**config.mk**
```make
export PLATFORM = sky130hd
export DESIGN_NAME = ptmr_timer
export DESIGN_NICKNAME = d
export VERILOG_FILES = /design/src/rtl/ptmr_pkg.sv /design/src/rtl/ptmr_regs.sv /design/src/rtl/ptmr_prescaler.sv /design/src/rtl/ptmr_counter.sv /design/src/rtl/ptmr_timer.sv
export SDC_FILE = /design/constraint.sdc
export NUM_CORES = 1
export LEC_CHECK = 0
export ABC_AREA = 0
export BUFFER_PORTS_ARGS = -buffer_cell sky130_fd_sc_hd__buf_2
export CAP_MARGIN = 40
export CORE_ASPECT_RATIO = 0.75
export CORE_MARGIN = 5
export CORE_UTILIZATION = 35
export CTS_CLUSTER_DIAMETER = 50
export DETAILED_ROUTE_END_ITERATION = 10
export PLACE_DENSITY = 0.7
export SLEW_MARGIN = 20
export SYNTH_ARGS = -nofsm -noshare
export SYNTH_HDL_FRONTEND = slang
export SYNTH_SLANG_ARGS = --single-unit
```
**constraint.sdc**
```tcl
create_clock -name clk -period 2.5 [get_ports clk]
set_input_delay 0.125 -clock clk [delete_from_list [all_inputs] [get_ports clk]]
set_output_delay 0.125 -clock clk [all_outputs]
set_load 0.01 [all_outputs]
```
**src/rtl/ptmr_pkg.sv**
```systemverilog
package ptmr_pkg;

   typedef enum logic [1:0] {
      PS_DIV1    = 2'b00,
      PS_DIV_MID = 2'b01,
      PS_DIV_HI  = 2'b10,
      PS_RSVD    = 2'b11
   } ps_sel_e;

   typedef enum logic [1:0] {
      RG_START = 2'd0,
      RG_COUNT = 2'd1,
      RG_CTRL  = 2'd2,
      RG_ICLR  = 2'd3
   } reg_idx_e;

   typedef struct packed {
      logic    en;
      logic    periodic;
      ps_sel_e ps;
   } ctrl_t;

   localparam int CTRL_EN_BIT  = 7;
   localparam int CTRL_PER_BIT = 6;
   localparam int CTRL_PS_LSB  = 2;
   localparam int CTRL_BYTE_W  = 8;

endpackage

```
**src/rtl/ptmr_regs.sv**
```systemverilog
module ptmr_regs
   import ptmr_pkg::*;
#(
   parameter int ADDR_W = 4,
   parameter int DATA_W = 32,
   parameter int CNT_W  = 16
) (
   input  logic              clk,
   input  logic              rst_n,
   input  logic [ADDR_W-1:0] addr,
   input  logic              we,
   input  logic [DATA_W-1:0] wdata,
   input  logic [CNT_W-1:0]  count,
   output logic [CNT_W-1:0]  start_q,
   output ctrl_t             ctrl_q,
   output logic              start_wr,
   output logic              ctrl_wr,
   output logic              clr_wr,
   output logic [DATA_W-1:0] rdata
);

   localparam int IDX_LSB = 2;

   reg_idx_e                idx;
   logic [CTRL_BYTE_W-1:0]  ctrl_byte;
   logic                    unused_bits;

   assign idx      = reg_idx_e'(addr[IDX_LSB+1:IDX_LSB]);
   assign start_wr = we && (idx == RG_START);
   assign ctrl_wr  = we && (idx == RG_CTRL);
   assign clr_wr   = we && (idx == RG_ICLR);

   always_ff @(posedge clk or negedge rst_n) begin
      if (!rst_n) begin
         start_q <= '0;
         ctrl_q  <= '0;
      end else begin
         if (start_wr) start_q <= wdata[CNT_W-1:0];
         if (ctrl_wr) begin
            ctrl_q.en       <= wdata[CTRL_EN_BIT];
            ctrl_q.periodic <= wdata[CTRL_PER_BIT];
            ctrl_q.ps       <= ps_sel_e'(wdata[CTRL_PS_LSB+1:CTRL_PS_LSB]);
         end
      end
   end

   always_comb begin
      ctrl_byte = '0;
      ctrl_byte[CTRL_EN_BIT]                   = ctrl_q.en;
      ctrl_byte[CTRL_PER_BIT]                  = ctrl_q.periodic;
      ctrl_byte[CTRL_PS_LSB+1:CTRL_PS_LSB]     = ctrl_q.ps;
   end

   always_comb begin
      case (idx)
         RG_START: rdata = DATA_W'(start_q);
         RG_COUNT: rdata = DATA_W'(count);
         RG_CTRL:  rdata = DATA_W'(ctrl_byte);
         default:  rdata = '0;
      endcase
   end

   generate
      if (ADDR_W > IDX_LSB + 2) begin : g_hi_addr
         assign unused_bits = ^{addr[1:0], addr[ADDR_W-1:IDX_LSB+2], wdata[DATA_W-1:CNT_W]};
      end else begin : g_no_hi_addr
         assign unused_bits = ^{addr[1:0], wdata[DATA_W-1:CNT_W]};
      end
   endgenerate

endmodule

```
**src/rtl/ptmr_prescaler.sv**
```systemverilog
module ptmr_prescaler
   import ptmr_pkg::*;
#(
   parameter int MID_LOG2 = 4,
   parameter int HI_LOG2  = 8
) (
   input  logic    clk,
   input  logic    rst_n,
   input  logic    en,
   input  ps_sel_e ps,
   input  logic    restart,
   output logic    tick
);

   localparam int PW = HI_LOG2;

   logic [PW-1:0] pre_q;
   logic [PW-1:0] lim;

   always_comb begin
      case (ps)
         PS_DIV_MID: lim = {{(PW-MID_LOG2){1'b0}}, {MID_LOG2{1'b1}}};
         PS_DIV_HI:  lim = '1;
         default:    lim = '0;
      endcase
   end

   assign tick = en && !restart && (pre_q == lim);

   always_ff @(posedge clk or negedge rst_n) begin
      if (!rst_n)                      pre_q <= '0;
      else if (!en || restart || tick) pre_q <= '0;
      else                             pre_q <= pre_q + 1'b1;
   end

endmodule

```
**src/rtl/ptmr_counter.sv**
```systemverilog
module ptmr_counter #(
   parameter int CNT_W = 16
) (
   input  logic             clk,
   input  logic             rst_n,
   input  logic             start_wr,
   input  logic [CNT_W-1:0] start_val,
   input  logic [CNT_W-1:0] reload_val,
   input  logic             periodic,
   input  logic             tick,
   input  logic             clr_wr,
   output logic [CNT_W-1:0] count,
   output logic             irq
);

   logic [CNT_W-1:0] next_val;
   logic             hit_zero;

   always_comb begin
      if (count == '0) next_val = periodic ? reload_val : '1;
      else             next_val = count - 1'b1;
   end

   assign hit_zero = tick && (next_val == '0);

   always_ff @(posedge clk or negedge rst_n) begin
      if (!rst_n) begin
         count <= '0;
         irq   <= 1'b0;
      end else begin
         if (start_wr)  count <= start_val;
         else if (tick) count <= next_val;

         if (hit_zero)    irq <= 1'b1;
         else if (clr_wr) irq <= 1'b0;
      end
   end

endmodule

```
**src/rtl/ptmr_timer.sv**
```systemverilog
module ptmr_timer
   import ptmr_pkg::*;
#(
   parameter int ADDR_W   = 4,
   parameter int DATA_W   = 32,
   parameter int CNT_W    = 16,
   parameter int MID_LOG2 = 4,
   parameter int HI_LOG2  = 8
) (
   input  logic              clk,
   input  logic              rst_n,
   input  logic [ADDR_W-1:0] bus_addr,
   input  logic              bus_we,
   input  logic [DATA_W-1:0] bus_wdata,
   output logic [DATA_W-1:0] bus_rdata,
   output logic              irq
);

   generate
      if (ADDR_W < 4) begin : g_bad_addr
         $error("ptmr_timer: ADDR_W must be at least 4");
      end
      if (DATA_W <= CNT_W || DATA_W < CTRL_BYTE_W) begin : g_bad_data
         $error("ptmr_timer: DATA_W must exceed CNT_W and hold the control byte");
      end
      if (MID_LOG2 < 1 || HI_LOG2 <= MID_LOG2) begin : g_bad_div
         $error("ptmr_timer: need 1 <= MID_LOG2 < HI_LOG2");
      end
   endgenerate

   logic [CNT_W-1:0] start_q;
   logic [CNT_W-1:0] count_w;
   ctrl_t            ctrl_q;
   logic             start_wr;
   logic             ctrl_wr;
   logic             clr_wr;
   logic             tick_w;

   ptmr_regs #(
      .ADDR_W (ADDR_W),
      .DATA_W (DATA_W),
      .CNT_W  (CNT_W)
   ) u_regs (
      .clk      (clk),
      .rst_n    (rst_n),
      .addr     (bus_addr),
      .we       (bus_we),
      .wdata    (bus_wdata),
      .count    (count_w),
      .start_q  (start_q),
      .ctrl_q   (ctrl_q),
      .start_wr (start_wr),
      .ctrl_wr  (ctrl_wr),
      .clr_wr   (clr_wr),
      .rdata    (bus_rdata)
   );

   ptmr_prescaler #(
      .MID_LOG2 (MID_LOG2),
      .HI_LOG2  (HI_LOG2)
   ) u_pre (
      .clk     (clk),
      .rst_n   (rst_n),
      .en      (ctrl_q.en),
      .ps      (ctrl_q.ps),
      .restart (start_wr | ctrl_wr),
      .tick    (tick_w)
   );

   ptmr_counter #(
      .CNT_W (CNT_W)
   ) u_cnt (
      .clk        (clk),
      .rst_n      (rst_n),
      .start_wr   (start_wr),
      .start_val  (bus_wdata[CNT_W-1:0]),
      .reload_val (start_q),
      .periodic   (ctrl_q.periodic),
      .tick       (tick_w),
      .clr_wr     (clr_wr),
      .count      (count_w),
      .irq        (irq)
   );

endmodule

```
==> flow_results.org, run 1 <==
** Route
- Routed via count divided by cell count :: roughly 5.4
- Detailed routing inserted a total of 2,782 vias.
- The count of nets left with antenna violations once routing finished came out at 0.
- Pre-antenna DRT Iters :: 5
- Detailed Route Iter0 Violations :: 277
- For this block, the routed nets add up to between 8000 and 9000 um of wire.
- In the routed design, unresolved DRC markers number 0.
- Routed wire length per instance :: between 15 and 20 um

** Clock network
- For this design, the sink count on the clock tree is 45.
- CTS tree :: built
- Number of levels in the clock H-tree :: 2
- CTS buffer count :: 5
- After clock tree synthesis, the clock-pin slew on the worst setup and hold paths is about 0.070 ns.
- Root cell of the clock tree :: clkbuf_16
- At the later pin of the worst-skew pair, clock insertion delay measures 0.29 ns.
- Maximum clock insertion buffer count :: 2

** Cells and area
- Register Area :: 0.00113 mm^2
- Area of all placed cells without fillers :: 0.00357 mm^2
- After filler insertion, the fill cell instance count of the layout stands at 821.
- Layout cell share with drive strength beyond 1 :: 21.7%
- Share of the core filled with cells :: about 43%
- The final layout contains 453 nets.
- Final std cells w/o fill :: 519
- Area of combinational cells with multiple inputs :: 0.00171 mm^2
- Compared with the post-synthesis result, the final layout area differs by 19.3%.
- 0 antenna diodes ended up in the layout.

** Floorplan
- The initialized floorplan defines 29 standard-cell rows.
- Initial Utilization :: 35.7%
- The die covers 0.0105 mm^2.
- The core region is 0.00838 mm^2.
- 72 I/O pins were placed.
- Vertical die dimension :: 90.0 um
- The die is 117 um wide.

** Logic synthesis
- Among all flip-flop cells after synthesis, the most frequent one is dfrtp_1.
- Yosys warning total :: 0
- Area of the mapped netlist :: 0.00299 mm^2
- Synthesis handed over a netlist of 361 instances.
- Of all flip-flops after synthesis, the portion carrying an async set or reset was 100%.
- Dividing the synthesized area by the synthesized cell count gives around 8.3 um^2.
- Sequential fraction of the synthesis area :: 37.7%
- Distinct cell type count after synthesis :: roughly 50
- Number of enable flip-flop cells after synthesis :: 0
- Number of flip-flops and latches in the synthesized netlist :: 45

** STA
- After layout, the minimum clock period comes to 2.43 ns.
- Slew at the pin closest to its max-slew limit :: 0.682 ns
- The number of pins with negative max-slew slack in the final report was 0.
- The clock arrives with 0.00727 ns of skew.
- Ratio of final minimum period to clock period :: 97.4%
- Setup violators final :: 0
- The count of endpoints failing hold in the final timing report was 0.
- Fmax :: just over 400 MHz
- Headroom to the max-slew limit came out at about 54%.

** Hold path
- Counting instances, the worst hold path has a depth of 3.
- The worst hold path terminates at u_regs.start_q[9].
- The path class of the tightest hold or removal check is in -> reg.
- Origin of the worst min-delay path :: bus_wdata[9]

** Placed design
- Number of port buffers :: 37
- DP Cell Count :: 508
- Summing all placed instances gives a cell area of approximately 0.0033 mm^2.
- Last weighted congestion value of the routability-driven placer :: 0.986
- Detailed placement ended at an HPWL of approximately 6300 um.

** Worst setup path
- Data on the critical path is required at its endpoint by 2.72 ns.
- The worst register-to-register path has a setup slack of around 0.065 ns.
- Reg2reg start :: u_cnt.count[0]
- Worst reg2reg endpoint :: u_cnt.irq
- Type of element capturing the critical path :: flip-flop
- Critical Path Fanout Max :: 6
- The number of cells on the worst reg-to-reg path is 8.
- The critical path in this run is classified as reg -> reg.
- The worst setup path is launched from a flip-flop.
- Arrival time reported for the critical path endpoint :: 2.66 ns

** Job
- Max-cap violations in this run came to 0.

** Pwr
- The worst-case IR drop observed on VDD is 409 uV.
- The analysis attributes to cell leakage a power of 1.65 nW.
- Total power divided by cell area :: 907 mW/mm^2

** GRT
- The first global-routing pass estimated 14,000 um of wire.
- Number of antenna violations at the first check in global routing :: 0
- Global-route congestion overflow total :: 0
- The number of global-route vias before repair is 2,722.
- Global routing consumed, over all layers together, 16.5% of the routing resources.
- Entering global routing, the biggest net connects 31 pins.

** Run status
- Status :: finished, final reports clean
worst max path at each step:
stage,startpoint,to,slack (ns),cells past startpoint
after floorplan,u_cnt.count[0],u_cnt.irq,0.07,9
after global routing,u_cnt.count[0],u_cnt.irq,-0.01,8
final,u_cnt.count[0],u_cnt.irq,0.07,8
after detailed placement,u_cnt.count[0],u_cnt.irq,0.1,8
after CTS,u_cnt.count[0],u_cnt.irq,0.07,8
after global placement,u_cnt.count[0],u_cnt.irq,0.16,8
synth_stat cells (all sizes together) (2+ instances only):
library cell  instances  area [um^2]
o21ai                18         93.8
nor2b                 2         12.5
nand2                70          263
a221o                 4         40.0
o311ai                4         35.0
a31oi                 5         31.3
nor4                  7         71.3
mux2i                21          210
or2                   3         18.8
mux2                  4         45.0
dfrtp                45         1130
a21oi                11         55.1
inv                   8         30.0
nand3                12         60.1
nand2b                2         12.5
nor2                 48          183
ha                    4         50.1
nor3                 10         55.1
or3                   3         18.8
xor2                  5         43.8
a211oi                4         30.0
buf                  21          158
a2bb2oi               2         17.5
clkbuf               14         52.6
nand4                 8         50.1
or4                   3         30.0
xnor2                 9         78.8
state kept, by name, indices dropped and copies added (netlist names):
signal / cells
u_cnt.count: 16
u_cnt.irq: 1
u_pre.pre_q: 8
u_regs.ctrl_q: 4
u_regs.start_q: 16
through the flow:
stage          hold WS [ns]  setup slack [ns]  setup TNS [ns]  power (mW)
5_1_grt              0.0458           -0.0137         -0.0137        3.43
4_1_cts              0.0399            0.0711               0        3.19
6_report             0.0425            0.0650               0        3.23
2_1_floorplan        -0.171            0.0676               0        1.96
3_5_place_dp          0.162            0.0983               0        2.40
3_3_place_gp          0.331             0.164               0        2.36
cell families (layout without fill, tap and decap cells):
group,count (synthesis),after routing,synth area share [%]
AO/OA/AOI/OAI,55,55,12.2
XOR/XNOR,14,14,4.10
adder cells (fa/ha/maj),4,4,1.67
buffers and inverters,43,78,8.04
flip-flops,45,45,37.7
multiplexers,25,25,8.54
other,1,16,0.125
AND/OR/NAND/NOR,174,174,27.7
layout by cell type (no fill, tap or decap), types with 6 or more instances in the layout:
cell type,netlist,routed
buf_4,16,23
nand2_1,70,70
nor3_1,9,9
nand4_1,8,8
o21ai_1,7,7
a21oi_1,11,11
xnor2_1,9,9
mux2i_1,21,21
dfrtp_1,45,45
inv_1,8,6
o21ai_0,10,10
nand3_1,12,12
buf_2,3,37
nor2_1,47,46
conb_1,1,16
area by class of cell:
| cell class | instances | area share (%) |
|---|---|---|
| Clock buffer | 5 | 3.51 |
| Sequential cell | 45 | 31.6 |
| Inverter | 8 | 0.842 |
| Multi-Input combinational cell | 288 | 47.9 |
| Clock inverter | 3 | 1.30 |
| Tap cell | 108 | 3.79 |
| Timing Repair Buffer | 62 | 11.1 |
routing by layer:
metal,track usage [%],share of wire [%]
met1,25.2,49
met3,3.22,7.3
met5,0,0
met4,4.87,1.9
met2,23.3,42
critical path, stage by stage (launching register included):
cell and delay [ns]:
dfrtp_1 0.39, inv_2 0.09, ha_4 0.13, or4b_4 0.52, nor4_4 0.35, nand2_1 0.11
nor3b_2 0.17, or4_4 0.48, o21ai_2 0.13
power breakdown:
group	internal, mW	total (mW)	leakage, nW	switching, mW
Clock	0.473	0.771	0.0800	0.297
Sequential	0.905	1.14	0.565	0.235
Combinational	0.578	1.32	1.00	0.745
repair_timing:
action / 4_1_cts / 5_1_grt
buffers inserted: 0 / 2
setup endpoints to repair: 0 / 2
hold buffers: 1 / 0
resized for setup: 0 / 6
endpoints found under the hold margin: 22 / 0
No activity file was read; power rests on OpenSTA's default activity.
==> run 2, diff against run 1 <==
- CTS_BUF_LIST: default -> sky130_fd_sc_hd__clkbuf_8
==> run 2 against run 1 <==
Flip-flop and latch count did not move; total power decreased by 5.9%; fmax shrank 2.0%; routed wire length up 0.97%; first-iteration DRC count up 1.4%; count of clock-buffer cells in the layout did not move; register-to-register slack got worse by 0.05 ns; critical path depth is the same; clock skew grew 0.0082 ns; critical endpoint unchanged; largest cell class unchanged.
==> flow_results.org, run 2 (synthesis gave the netlist of run 1 again) <==
** Cells and area
- Compared with the post-synthesis result, the final layout area differs by 17.6%.
- Antenna diode count :: 0
- Cells with a size suffix above 1 make up around 22% of the layout.
- Leaving out fill and tap cells, the most frequent cells in the layout are 70 x nand2_1, 46 x nor2_1, 45 x dfrtp_1, 37 x buf_2, 23 x buf_4.
- Leaving out fill and tap cells, the most frequent cell in the layout is nand2_1.
- Summing all multi-input logic gate instances after layout gives 0.00171 mm^2.
- After the last flow step, the layout net total stands at 453.
- Final std cells w/o fill :: around 520
- Cells fill about two fifths of the core in the end.
- Register Area :: 0.00113 mm^2
- After filler insertion, the fill cell instance count of the layout stands at 831.
- Biggest registers after layout :: u_cnt.count x16, u_regs.start_q x16, u_pre.pre_q x8

** Job
- Max-cap viol count :: 0

** Worst setup path
- Crit path required time :: 2.74 ns
- STA puts the critical path data arrival time at 2.72 ns.
- Slowest cell delay on critical path :: ~0.53 ns
- Critical Path Fanout Max :: 6
- By startpoint and endpoint, the worst setup path is classified as reg -> reg.
- The worst setup path is captured at a flip-flop.
- Measured in cells, the most critical reg-to-reg path has a length of 8.
- Type of origin of the critical path :: flip-flop
- Chain of cells forming the critical path :: inv_2 > ha_4 > or4b_4 > nor4_4 > nand2_1 > nor3b_2 > or4_4 > o21ai_2
- The slowest stage of the critical path is the or4b_4 cell.

** GRT
- Maximum number of pins on one net before global-route repair :: 31
- The initial antenna violation count was 0.
- The first global-routing pass estimated 13,900 um of wire.
- Combined global-route utilization of all metal layers :: 16.3%
- For this run the aggregate overflow at the end of global routing stands at 0.
- The number of global-route vias before repair is 2,710.

** STA
- Slew at the pin closest to its max-slew limit :: 0.703 ns
- Final-report max-slew violation count :: 0
- Final hold violation count :: 0
- Final sum of negative setup slack :: 0 ns
- Setup skew after layout :: ~0.015 ns
- RSZ-0062 raised after global routing :: true
- Static timing analysis puts the maximum clock frequency at between 400 and 500 MHz.
- Setup violators final :: 0
- Ratio of final minimum period to clock period :: just under 100%
- Worst relative slew slack :: 53.1%
- The worst path in the final design needs a cycle of 2.48 ns, including I/O delays and setup.

** Hold path
- Hold Crit Depth :: 3
- Hold Crit Class :: in -> reg

** Run status
- Status :: finished, final reports clean

** Pwr
- Highest ir drop seen on vdd :: 408 uV
- Summed over all cells, the static leakage comes to 1.62 nW.
- Dividing total power by cell area gives a power density of 866 mW/mm^2.

** Clock network
- After clock tree synthesis, the clock-pin slew on the worst setup and hold paths is approximately 0.09 ns.
- CTS placed an instance of clkbuf_8 at the clock tree root.
- Maximum clock insertion buffer count :: 2
- Clock tree synthesis inserted a total of 5 buffers.
- CTS tree :: built
- Clock tree synthesis found a total of 45 sinks.
- The later pin in the worst-skew pair is clocked with a latency of 0.31 ns.
- The H-tree was split into 2 levels.

** Placed design
- DP Cell Count :: 508
- Buffers placed on the I/O ports in this run total 37.
- Post-DP HPWL :: 6260 um
- The congestion estimate from routability-driven global placement came to between 0.9 and 1.

** Route
- Wire segments on met3 add up to 598 um in the final route.
- Once detail routing completed, the nets flagged for antenna violations numbered 0.
- In this run, the number of DRC markers left after iteration 0 of detailed routing was 281.
- For this block, the routed nets add up to 8550 um of wire.
- Routed via count divided by cell count :: 5.40
- Pre-antenna DRT Iters :: 5
- Wire length on met1 :: 4230 um
- The routed layout has around 2,800 vias.
- In the routed design, unresolved DRC markers number 0.
- The detailed router used layers up to and including met4.
- Met2 routed wirelength :: approximately 3600 um
- Routed wire length per instance :: between 15 and 20 um

** Floorplan
- Row count :: 29
- The die is 90.0 um tall.
- I/O pins :: 72
- Once the floorplan was initialized, standard cells occupied 35.7% of the core.
- Full die area :: 0.0105 mm^2
- Core footprint :: 0.00838 mm^2
- The floorplan step set the die width to 117 um.
run 2: where the power goes:
group / leakage (nW) / switching (mW) / internal, mW / total [mW]
Clock: 0.0543 / 0.277 / 0.300 / 0.577
Combinational: 1.00 / 0.749 / 0.579 / 1.33
Sequential: 0.565 / 0.236 / 0.904 / 1.14
run 2: area by class of cell:
class,count,share of cell area [%]
multi-input cells,288,48.8
flip-flops and latches,45,32.0
repair buffers,62,11.2
well taps,108,3.84
clock buffers,5,1.96
clock inverters,3,1.32
inverters,8,0.854
run 2: through the flow:
step	setup slack [ns]	power, mW	instance area [um^2]	hold WS, ns
2_1_floorplan	0.0676	1.96	3050	-0.171
3_3_place_gp	0.164	2.36	3320	0.331
3_5_place_dp	0.0983	2.40	3340	0.162
4_1_cts	0.00838	2.99	3470	0.0233
5_1_grt	-0.0352	3.24	3520	0.0219
6_report	0.0155	3.04	3520	0.0306
run 2: routing by layer:
layer / global-route usage (%) / up-vias
li1: - / 1326
met1: 25.6 / 1329
met2: 22.9 / 129
met3: 2.68 / 21
met4: 4.20 / 0
met5: 0 / -
run 2: worst max-delay path: cells and delay by family, from the launching register on:
family          cells  cell delay (ns)
compound gates      1             0.13
fa+ha+maj           1             0.13
buf+inv             1             0.09
flops               1             0.40
simple gates        5             1.67
run 2: timing repair:
| action | CTS | global route |
|---|---|---|
| hold endpoints to repair | 22 | 0 |
| buffers inserted | 0 | 2 |
| hold buffers | 1 | 0 |
| endpoints found under the setup margin | 0 | 2 |
| resized for setup | 0 | 7 |
run 2: path summary, 6_finish.rpt:
path / start / end / slack (ns)
max: u_cnt.count[0] / u_cnt.irq / 0.02
min reg2reg: u_regs.start_q[15] / u_regs.start_q[15] / 0.52
min: bus_wdata[4] / u_regs.start_q[4] / 0.03
max in group asynchronous: rst_n / u_cnt.count[5] / 1.63
max reg2reg: u_cnt.count[0] / u_cnt.irq / 0.02
min in group asynchronous: rst_n / u_regs.start_q[2] / 0.36
